==> src/rtl/xmiss_pkg.sv <==
package xmiss_pkg;

  localparam logic [2:0] OP_NOOP    = 3'd0;
  localparam logic [2:0] OP_RESTART = 3'd1;
  localparam logic [2:0] OP_WRONLY  = 3'd2;
  localparam logic [2:0] OP_WRRST   = 3'd3;
  localparam logic [2:0] OP_EXCEPT  = 3'd4;
  localparam logic [2:0] OP_POLL    = 3'd7;

  localparam logic [6:0] CS_NONE   = 7'd0;
  localparam logic [6:0] CS_MISS   = 7'd1;
  localparam logic [6:0] CS_MODIFY = 7'd2;
  localparam logic [6:0] CS_INSTR  = 7'd7;

  localparam logic [2:0] W_CMD    = 3'd0;
  localparam logic [2:0] W_MISSVA = 3'd1;
  localparam logic [2:0] W_IDS    = 3'd2;
  localparam logic [2:0] W_FRAME  = 3'd3;
  localparam logic [2:0] W_FILLVA = 3'd4;

  typedef enum logic [1:0] {
    STS_IDLE   = 2'd0,
    STS_EXC    = 2'd1,
    STS_ACTIVE = 2'd2
  } sts_e;

  typedef enum logic [2:0] {
    ST_INACTIVE  = 3'd0,
    ST_IDLE      = 3'd1,
    ST_MISS_POLL = 3'd2,
    ST_MISS_FMAP = 3'd3,
    ST_HWERR     = 3'd4,
    ST_WRTLB     = 3'd5,
    ST_RESTART   = 3'd6
  } st_e;

  function automatic logic is_parked(st_e s);
    return (s == ST_MISS_POLL) || (s == ST_MISS_FMAP);
  endfunction

  function automatic logic op_ok(logic [2:0] op, st_e s);
    case (op)
      OP_NOOP, OP_POLL:     return (s == ST_INACTIVE) || (s == ST_IDLE);
      OP_WRONLY:            return (s == ST_IDLE) || is_parked(s);
      OP_RESTART, OP_WRRST: return is_parked(s);
      OP_EXCEPT:            return is_parked(s) || (s == ST_HWERR);
      default:              return 1'b0;
    endcase
  endfunction

  function automatic logic [63:0] pack_cmd(logic start, logic [2:0] op, sts_e sts,
                                           st_e st, logic [6:0] cause,
                                           logic [15:0] cb, logic poll);
    logic [63:0] w;
    w        = '0;
    w[0]     = start;
    w[6:4]   = op;
    w[17:16] = sts;
    w[22:20] = st;
    w[30:24] = cause;
    w[55:40] = cb;
    w[56]    = poll;
    return w;
  endfunction

endpackage

==> src/rtl/xmiss_cmd_fsm.sv <==
module xmiss_cmd_fsm
  import xmiss_pkg::*;
(
  input  logic       clk,
  input  logic       rst_n,
  input  logic       cmd_wr,
  input  logic       cmd_start,
  input  logic [2:0] cmd_op,
  input  logic       miss_valid,
  input  logic       miss_modify,
  input  logic       hwerr_valid,
  input  logic [6:0] hwerr_code,
  output logic       start_o,
  output logic [2:0] op_o,
  output sts_e       sts_o,
  output st_e        st_o,
  output logic [6:0] cause_o,
  output logic       poll_o,
  output logic       ready_o,
  output logic       miss_take_o,
  output logic       resolve_o,
  output logic       tlb_wr_o,
  output logic       restart_o
);

  logic       start_q, poll_q;
  logic [2:0] op_q;
  logic [6:0] cause_q;
  sts_e       sts_q;
  st_e        st_q, park_q;

  logic exec, accept, legal, hw_take;

  assign accept      = cmd_wr && cmd_start && !start_q;
  assign exec        = start_q && (st_q != ST_WRTLB) && (st_q != ST_RESTART);
  assign legal       = op_ok(op_q, st_q);
  assign ready_o     = (st_q == ST_IDLE) && !start_q;
  assign miss_take_o = ready_o && miss_valid;
  assign hw_take     = ready_o && !miss_valid && hwerr_valid;
  assign tlb_wr_o    = (st_q == ST_WRTLB);
  assign restart_o   = (st_q == ST_RESTART);
  assign resolve_o   = (st_q == ST_RESTART) ||
                       (exec && legal && (op_q == OP_EXCEPT) && is_parked(st_q));

  always_ff @(posedge clk) begin
    if (!rst_n) begin
      start_q <= 1'b0;
      poll_q  <= 1'b0;
      op_q    <= OP_NOOP;
      cause_q <= CS_NONE;
      sts_q   <= STS_IDLE;
      st_q    <= ST_INACTIVE;
      park_q  <= ST_IDLE;
    end else begin
      if (cmd_wr && !start_q) op_q <= cmd_op;
      if (accept) begin
        start_q <= 1'b1;
        sts_q   <= STS_ACTIVE;
      end else if (exec) begin
        if (!legal) begin
          start_q <= 1'b0;
          sts_q   <= STS_EXC;
          cause_q <= CS_INSTR;
        end else begin
          case (op_q)
            OP_WRONLY, OP_WRRST: begin
              park_q <= st_q;
              st_q   <= ST_WRTLB;
            end
            OP_RESTART: st_q <= ST_RESTART;
            default: begin
              st_q    <= ST_IDLE;
              start_q <= 1'b0;
              sts_q   <= STS_IDLE;
              if (op_q == OP_NOOP) poll_q <= 1'b0;
              if (op_q == OP_POLL) poll_q <= 1'b1;
            end
          endcase
        end
      end else if (st_q == ST_WRTLB) begin
        if (op_q == OP_WRRST) begin
          st_q <= ST_RESTART;
        end else begin
          st_q    <= park_q;
          start_q <= 1'b0;
          sts_q   <= STS_IDLE;
        end
      end else if (st_q == ST_RESTART) begin
        st_q    <= ST_IDLE;
        start_q <= 1'b0;
        sts_q   <= STS_IDLE;
      end

      if (miss_take_o) begin
        st_q    <= poll_q ? ST_MISS_POLL : ST_MISS_FMAP;
        cause_q <= miss_modify ? CS_MODIFY : CS_MISS;
      end else if (hw_take) begin
        st_q    <= ST_HWERR;
        cause_q <= hwerr_code;
      end
    end
  end

  assign start_o = start_q;
  assign op_o    = op_q;
  assign sts_o   = sts_q;
  assign st_o    = st_q;
  assign cause_o = cause_q;
  assign poll_o  = poll_q;

  a_r6_write_then_restart: assert property (@(posedge clk) disable iff (!rst_n)
    (tlb_wr_o && op_q == OP_WRRST) |=> restart_o);

  a_r5_write_only_no_restart: assert property (@(posedge clk) disable iff (!rst_n)
    (tlb_wr_o && op_q == OP_WRONLY) |=> (!restart_o && sts_q == STS_IDLE && !start_q));

  a_r9_illegal_op_exception: assert property (@(posedge clk) disable iff (!rst_n)
    (exec && !legal) |=> (sts_q == STS_EXC && cause_q == CS_INSTR && st_q == $past(st_q)));

  a_r12_busy_write_ignored: assert property (@(posedge clk) disable iff (!rst_n)
    (start_q && cmd_wr) |=> (op_q == $past(op_q)));

endmodule

==> src/rtl/xmiss_fill_regs.sv <==
module xmiss_fill_regs
  import xmiss_pkg::*;
#(
  parameter int CBW = 7,
  parameter int VAW = 64,
  parameter int ASW = 24,
  parameter int PFW = 41,
  parameter int PSW = 5
) (
  input  logic           clk,
  input  logic           rst_n,
  input  logic           wr_en,
  input  logic [2:0]     wr_addr,
  input  logic [63:0]    wr_data,
  input  logic           miss_take,
  input  logic [CBW-1:0] miss_cb,
  input  logic [VAW-1:0] miss_vaddr,
  input  logic [ASW-1:0] miss_asid,
  output logic [CBW-1:0] cb_q,
  output logic [VAW-1:0] miss_va_q,
  output logic [ASW-1:0] miss_asid_q,
  output logic [ASW-1:0] fill_asid_q,
  output logic [VAW-1:0] fill_va_q,
  output logic [PFW-1:0] pfn_q,
  output logic           dirty_q,
  output logic [PSW-1:0] pgsz_q,
  output logic [1:0]     attr_q
);

  logic unused_wr;
  assign unused_wr = ^wr_data;

  always_ff @(posedge clk) begin
    if (!rst_n) begin
      cb_q        <= '0;
      miss_va_q   <= '0;
      miss_asid_q <= '0;
    end else if (miss_take) begin
      cb_q        <= miss_cb;
      miss_va_q   <= miss_vaddr;
      miss_asid_q <= miss_asid;
    end
  end

  always_ff @(posedge clk) begin
    if (!rst_n) begin
      fill_asid_q <= '0;
      fill_va_q   <= '0;
      pfn_q       <= '0;
      dirty_q     <= 1'b0;
      pgsz_q      <= '0;
      attr_q      <= 2'd0;
    end else if (wr_en) begin
      case (wr_addr)
        W_IDS: begin
          fill_asid_q <= wr_data[32 +: ASW];
          dirty_q     <= wr_data[56];
          attr_q      <= wr_data[58:57];
        end
        W_FRAME: begin
          pfn_q  <= wr_data[PFW-1:0];
          pgsz_q <= wr_data[48 +: PSW];
        end
        W_FILLVA: fill_va_q <= wr_data[VAW-1:0];
        default: ;
      endcase
    end
  end

endmodule

==> src/rtl/xmiss_fault_map.sv <==
module xmiss_fault_map #(
  parameter int NCB = 128,
  parameter int CBW = 7
) (
  input  logic           clk,
  input  logic           rst_n,
  input  logic           mark,
  input  logic           flag_fault,
  input  logic [CBW-1:0] mark_idx,
  input  logic           resolve,
  input  logic [CBW-1:0] res_idx,
  output logic [NCB-1:0] fault,
  output logic [NCB-1:0] done
);

  for (genvar i = 0; i < NCB; i++) begin : g_cb
    logic hit_mark, hit_res;
    assign hit_mark = mark && (mark_idx == CBW'(i));
    assign hit_res  = resolve && (res_idx == CBW'(i));

    always_ff @(posedge clk) begin
      if (!rst_n) begin
        fault[i] <= 1'b0;
        done[i]  <= 1'b0;
      end else begin
        if (hit_mark && flag_fault) fault[i] <= 1'b1;
        else if (hit_res)           fault[i] <= 1'b0;
        if (hit_mark)               done[i]  <= 1'b0;
        else if (hit_res)           done[i]  <= 1'b1;
      end
    end
  end

endmodule

==> src/rtl/xmiss_handle.sv <==
module xmiss_handle
  import xmiss_pkg::*;
#(
  parameter int NCB = 128,
  parameter int CBW = $clog2(NCB),
  parameter int VAW = 64,
  parameter int ASW = 24,
  parameter int PFW = 41,
  parameter int PSW = 5
) (
  input  logic           clk,
  input  logic           rst_n,
  input  logic           reg_wr_en,
  input  logic [2:0]     reg_wr_addr,
  input  logic [63:0]    reg_wr_data,
  input  logic [2:0]     reg_rd_addr,
  output logic [63:0]    reg_rd_data,
  input  logic           miss_valid,
  input  logic [CBW-1:0] miss_cb,
  input  logic [VAW-1:0] miss_vaddr,
  input  logic [ASW-1:0] miss_asid,
  input  logic           miss_modify,
  output logic           miss_ready,
  input  logic           hwerr_valid,
  input  logic [6:0]     hwerr_code,
  output logic [NCB-1:0] fault_bits,
  output logic [NCB-1:0] done_bits,
  output logic           tlb_wr_valid,
  output logic [ASW-1:0] tlb_wr_asid,
  output logic [VAW-1:0] tlb_wr_vaddr,
  output logic [PFW-1:0] tlb_wr_pfn,
  output logic           tlb_wr_dirty,
  output logic [PSW-1:0] tlb_wr_pgsz,
  output logic [1:0]     tlb_wr_attr,
  output logic           cb_restart,
  output logic [CBW-1:0] cb_restart_idx
);

  logic           cmd_wr, start_q, poll_q, miss_take, resolve;
  logic [2:0]     op_q;
  logic [6:0]     cause_q;
  sts_e           sts_q;
  st_e            st_q;
  logic [CBW-1:0] cb_q;
  logic [VAW-1:0] miss_va_q, fill_va_q;
  logic [ASW-1:0] miss_asid_q, fill_asid_q;
  logic [PFW-1:0] pfn_q;
  logic           dirty_q;
  logic [PSW-1:0] pgsz_q;
  logic [1:0]     attr_q;

  assign cmd_wr = reg_wr_en && (reg_wr_addr == W_CMD);

  xmiss_cmd_fsm u_fsm (
    .clk         (clk),
    .rst_n       (rst_n),
    .cmd_wr      (cmd_wr),
    .cmd_start   (reg_wr_data[0]),
    .cmd_op      (reg_wr_data[6:4]),
    .miss_valid  (miss_valid),
    .miss_modify (miss_modify),
    .hwerr_valid (hwerr_valid),
    .hwerr_code  (hwerr_code),
    .start_o     (start_q),
    .op_o        (op_q),
    .sts_o       (sts_q),
    .st_o        (st_q),
    .cause_o     (cause_q),
    .poll_o      (poll_q),
    .ready_o     (miss_ready),
    .miss_take_o (miss_take),
    .resolve_o   (resolve),
    .tlb_wr_o    (tlb_wr_valid),
    .restart_o   (cb_restart)
  );

  xmiss_fill_regs #(
    .CBW(CBW), .VAW(VAW), .ASW(ASW), .PFW(PFW), .PSW(PSW)
  ) u_regs (
    .clk         (clk),
    .rst_n       (rst_n),
    .wr_en       (reg_wr_en),
    .wr_addr     (reg_wr_addr),
    .wr_data     (reg_wr_data),
    .miss_take   (miss_take),
    .miss_cb     (miss_cb),
    .miss_vaddr  (miss_vaddr),
    .miss_asid   (miss_asid),
    .cb_q        (cb_q),
    .miss_va_q   (miss_va_q),
    .miss_asid_q (miss_asid_q),
    .fill_asid_q (fill_asid_q),
    .fill_va_q   (fill_va_q),
    .pfn_q       (pfn_q),
    .dirty_q     (dirty_q),
    .pgsz_q      (pgsz_q),
    .attr_q      (attr_q)
  );

  xmiss_fault_map #(.NCB(NCB), .CBW(CBW)) u_map (
    .clk        (clk),
    .rst_n      (rst_n),
    .mark       (miss_take),
    .flag_fault (!poll_q),
    .mark_idx   (miss_cb),
    .resolve    (resolve),
    .res_idx    (cb_q),
    .fault      (fault_bits),
    .done       (done_bits)
  );

  assign tlb_wr_asid    = fill_asid_q;
  assign tlb_wr_vaddr   = fill_va_q;
  assign tlb_wr_pfn     = pfn_q;
  assign tlb_wr_dirty   = dirty_q;
  assign tlb_wr_pgsz    = pgsz_q;
  assign tlb_wr_attr    = attr_q;
  assign cb_restart_idx = cb_q;

  always_comb begin
    reg_rd_data = '0;
    case (reg_rd_addr)
      W_CMD:    reg_rd_data = pack_cmd(start_q, op_q, sts_q, st_q, cause_q, 16'(cb_q), poll_q);
      W_MISSVA: reg_rd_data = 64'(miss_va_q);
      W_IDS: begin
        reg_rd_data[ASW-1:0]   = miss_asid_q;
        reg_rd_data[32 +: ASW] = fill_asid_q;
        reg_rd_data[56]        = dirty_q;
        reg_rd_data[58:57]     = attr_q;
      end
      W_FRAME: begin
        reg_rd_data[PFW-1:0]   = pfn_q;
        reg_rd_data[48 +: PSW] = pgsz_q;
      end
      W_FILLVA: reg_rd_data = 64'(fill_va_q);
      default: ;
    endcase
  end

  a_r10_busy_miss_ignored: assert property (@(posedge clk) disable iff (!rst_n)
    (miss_valid && !miss_ready) |=> ($stable(miss_va_q) && $stable(fault_bits)));

  a_r4_poll_map_unchanged: assert property (@(posedge clk) disable iff (!rst_n)
    (miss_take && poll_q) |=> (fault_bits == $past(fault_bits)));

  a_r3_fmap_marks_fault: assert property (@(posedge clk) disable iff (!rst_n)
    (miss_take && !poll_q) |=> (fault_bits[$past(miss_cb)] == 1'b1));

endmodule

==> config.mk <==
export PLATFORM = sky130hd
export DESIGN_NAME = xmiss_handle
export DESIGN_NICKNAME = d
export VERILOG_FILES = /design/src/rtl/xmiss_pkg.sv /design/src/rtl/xmiss_cmd_fsm.sv /design/src/rtl/xmiss_fill_regs.sv /design/src/rtl/xmiss_fault_map.sv /design/src/rtl/xmiss_handle.sv
export SDC_FILE = /design/constraint.sdc
export NUM_CORES = 1
export LEC_CHECK = 0
export BUFFER_PORTS_ARGS = -buffer_cell sky130_fd_sc_hd__buf_2
export CELL_PAD_IN_SITES_DETAIL_PLACEMENT = 0
export CELL_PAD_IN_SITES_GLOBAL_PLACEMENT = 2
export CORE_MARGIN = 2
export CORE_UTILIZATION = 25
export CTS_CLUSTER_DIAMETER = 30
export DETAILED_ROUTE_END_ITERATION = 16
export PLACE_DENSITY_LB_ADDON = 0.12
export SLEW_MARGIN = 20
export SYNTH_ARGS = -nofsm -noshare
export SYNTH_HDL_FRONTEND = slang
export SYNTH_SLANG_ARGS = --single-unit
==> constraint.sdc <==
create_clock -name clk -period 2.14 [get_ports clk]
set_input_delay 0.107 -clock clk [delete_from_list [all_inputs] [get_ports clk]]
set_output_delay 0.107 -clock clk [all_outputs]
set_load 0.05 [all_outputs]
==> reports/qor.csv <==
metric;value;unit
status;finished clean;
hold_end;u_regs.miss_asid_q[11]$_SDFFE_PN0P_;
cp-start-kind;flop;
ys_top_cells_by_area;dfxtp_1, nand2_1, o221a_2, a21oi_1, o22ai_1;
seqCellArea;10150;um2
synth_cell_type_count;63;
hold_viol;0;
io_buffers;644;
powerDensity;1040;nW/um2
netlist_area;19730;um2
fin_skew;0.03968;ns
multi_input_area;8861;um2
finalWorstSetupSlack;0.1033;ns
syn_nets;2493;
layout_min_cycle_time;2.037;ns
grt_max_degree;154;
avgSynthCellArea;8.521;um2
worst_pin_slew;0.9693;ns
crit_required;2.03;ns
synth_top_cell_by_area;dfxtp_1;
grt_pass1_vias;21790;
ant_nets;0;
hold_path.startpoint;miss_asid[11];
routed_wirelength;101.0;mm
clockBufferDepth;3;
finalSetupViolations;0;
yosysSeqAreaShare;51.45;%
crit_path_frequent_cell;buf_4;
post-route-period-util;95.17;%
fp.dieH;284.9;um
worstSkewPairLatency;0.73;ns
cp_cell_sequence;nor4b_4 > buf_4 > buf_4;
r2r_cells;6;
postSynthCellCount;2315;
drive_above_1_share;34.18;%
synth_edf_count;0;
num_io_pins;645;
fillers;8050;
max-cap-violations;0;
h-tree-depth;4;
max_freq;0.4910;GHz
power.total;32840;uW
yosysWarnings;0;
slowest_delay;0.43;ns
via_per_inst;4.897;
ys_ff_latch;507;
syn_to_final_growth;60.12;%
die_x;284.9;um
drt-initial-drc-count;1271;
grt_overflow;0;
initial_core_util;25.09;%
dr.pass1.iters;5;
p_leak;0.01342;uW
ir_drop;0.5599;mV
crit_slowest_cell;nor4b_4;
cts_tree;yes;
synth_ff_type;dfxtp_1;
rows;103;
antenna_found_initial;8;
hold_class;in -> reg;
finalNetCount;3375;
final_cell_mix;nand2_1, buf_2, dfxtp_1;
final_core_util;40.18;%
crit_type;reg -> out;
path_max_fanout;7;
clk_pin_slew_worst_paths;0.04;ns
slew_headroom;35.38;%
wire_per_inst;23.13;um
cts_made_buffers;147;
critPathCaptureType;primary output;
report.final.slew_viol_count;0;
vias;21390;
dieArea;81170;um2
core_area;78610;um2
grt.total_usage;24.09;%
drc;0;
worst_r2r_endpoint;u_regs.cb_q[1]$_SDFFE_PN0P_;
hold_slack;0.1800;ns
dp_hpwl;70.71;mm
ys_async_sr_fraction;0;%
layout_commonest_cell;nand2_1;
r2r_start;u_fsm.st_o[1]$_SDFFE_PN0P_;
post-place-ws;0.07892;ns
reg2reg_slack;0.11;ns
final_cells;4367;
grt_pass1_wl;147.1;mm
cts_root_buffer;clkbuf_16;
clock_sinks;507;
place.gp.congestion;0.8257;
netlist.area_leader.share;51.45;%
placedCellCount;3905;
arrival;1.93;ns
holdPathStages;4;
-- how the worst max path moves through the flow --
stage / start / end / slack [ns]
global placement: u_fsm.st_o[1]$_SDFFE_PN0P_ / u_map.done[93]$_SDFFE_PP0P_ / 0.09
global route: u_fsm.st_o[1]$_SDFFE_PN0P_ / u_map.done[45]$_SDFFE_PP0P_ / -0.006
detailed placement: u_fsm.st_o[1]$_SDFFE_PN0P_ / u_map.done[61]$_SDFFE_PP0P_ / 0.08
finish: u_fsm.st_o[1]$_SDFFE_PN0P_ / miss_ready / 0.10
floorplan: u_fsm.st_o[2]$_SDFFE_PN0P_ / u_map.done[18]$_SDFFE_PP0P_ / -0.07
CTS: u_regs.cb_q[4]$_SDFFE_PN0P_ / reg_rd_data[44] / 0.04
-- registers in the layout, summed over array words and instances (netlist names) --
name and flops:
u_fsm.cause_o 7, u_fsm.op_o 3, u_fsm.park_q 3, u_fsm.poll_o 1
u_fsm.st_o 3, u_fsm.start_o 1, u_fsm.sts_o 1, u_map.done 128
u_map.fault 128, u_regs.attr_q 2, u_regs.cb_q 7, u_regs.dirty_q 1
u_regs.fill_asid_q 24, u_regs.fill_va_q 64, u_regs.miss_asid_q 24, u_regs.miss_va_q 64
u_regs.pfn_q 41, u_regs.pgsz_q 5
-- cell families after synthesis --
family	Yosys count	synth area share (%)
xor gates and xnor gates	1	0.04441
AOI/OAI and AO/OA	645	23.10
muxes	18	0.9831
buffers and inverters	205	4.510
and+or+nand+nor	939	19.91
DFF	507	51.45
-- synthesized netlist by cell type (all sizes together) (2+ instances only) --
master	instances
o21a	3
and3b	2
and3	9
or3b	2
a22oi	89
o21ai	22
buf	63
nor3	4
a211oi	2
a21oi	239
clkbuf	137
mux2i	16
a221o	9
o221a	128
nand3b	8
nor4b	2
nand2	680
nor2	154
nand3	27
nor2b	13
nand4	7
nor3b	4
nand2b	3
o22ai	129
a31oi	2
or3	8
o221ai	3
and2	5
dfxtp	507
a22o	10
or2	5
nand4b	2
inv	5
-- routing by layer --
layer | up-vias | global-route usage, % | share of wire (%) | wire length (um)
li1 | 10010 | - | - | -
met1 | 10420 | 28.12 | 41 | 41040
met2 | 767 | 42.14 | 50 | 50120
met3 | 181 | 6.736 | 6.9 | 7014
met4 | 8 | 8.442 | 2.8 | 2795
met5 | - | 0 | 0.050 | 51
-- report_power, final --
part / leakage (uW) / switching [uW] / internal, uW
sequential: 0.00409 / 60.9 / 9570
clock: 0.00246 / 6590 / 15000
combinational: 0.00688 / 1060 / 576
-- worst max-delay path: cells and delay by family (launching register included) --
family | cells | cell delay, ns
AND/OR/NAND/NOR | 1 | 0.43
buffers and inverters | 2 | 0.44
flip-flops | 1 | 0.36
-- metrics by stage --
step                area [um2]  setup TNS [ns]
CTS                      31530               0
global placement         24620               0
floorplan                19930          -1.176
global route             31580        -0.01664
finish                   31590               0
detailed placement       24620               0
-- area by class of cell --
| type | instances | area share (%) |
|---|---|---|
| diodes | 5 | 0.03961 |
| clock buffers | 220 | 13.69 |
| clock inverters | 44 | 2.191 |
| inverters | 5 | 0.08319 |
| multi-input cells | 1603 | 28.05 |
| flip-flops and latches | 507 | 32.14 |
| well taps | 1050 | 4.159 |
| repair buffers | 933 | 19.64 |
-- what timing repair did --
item                       4_1_cts  5_1_grt
resized for setup                3        3
pin swaps                        0        2
hold buffers                   189        0
hold endpoints to repair       273        0
setup endpoints to repair        3        9
cloned                           0        0
buffers inserted                 0        4
Note: power is estimated with default switching activity, not from simulation.
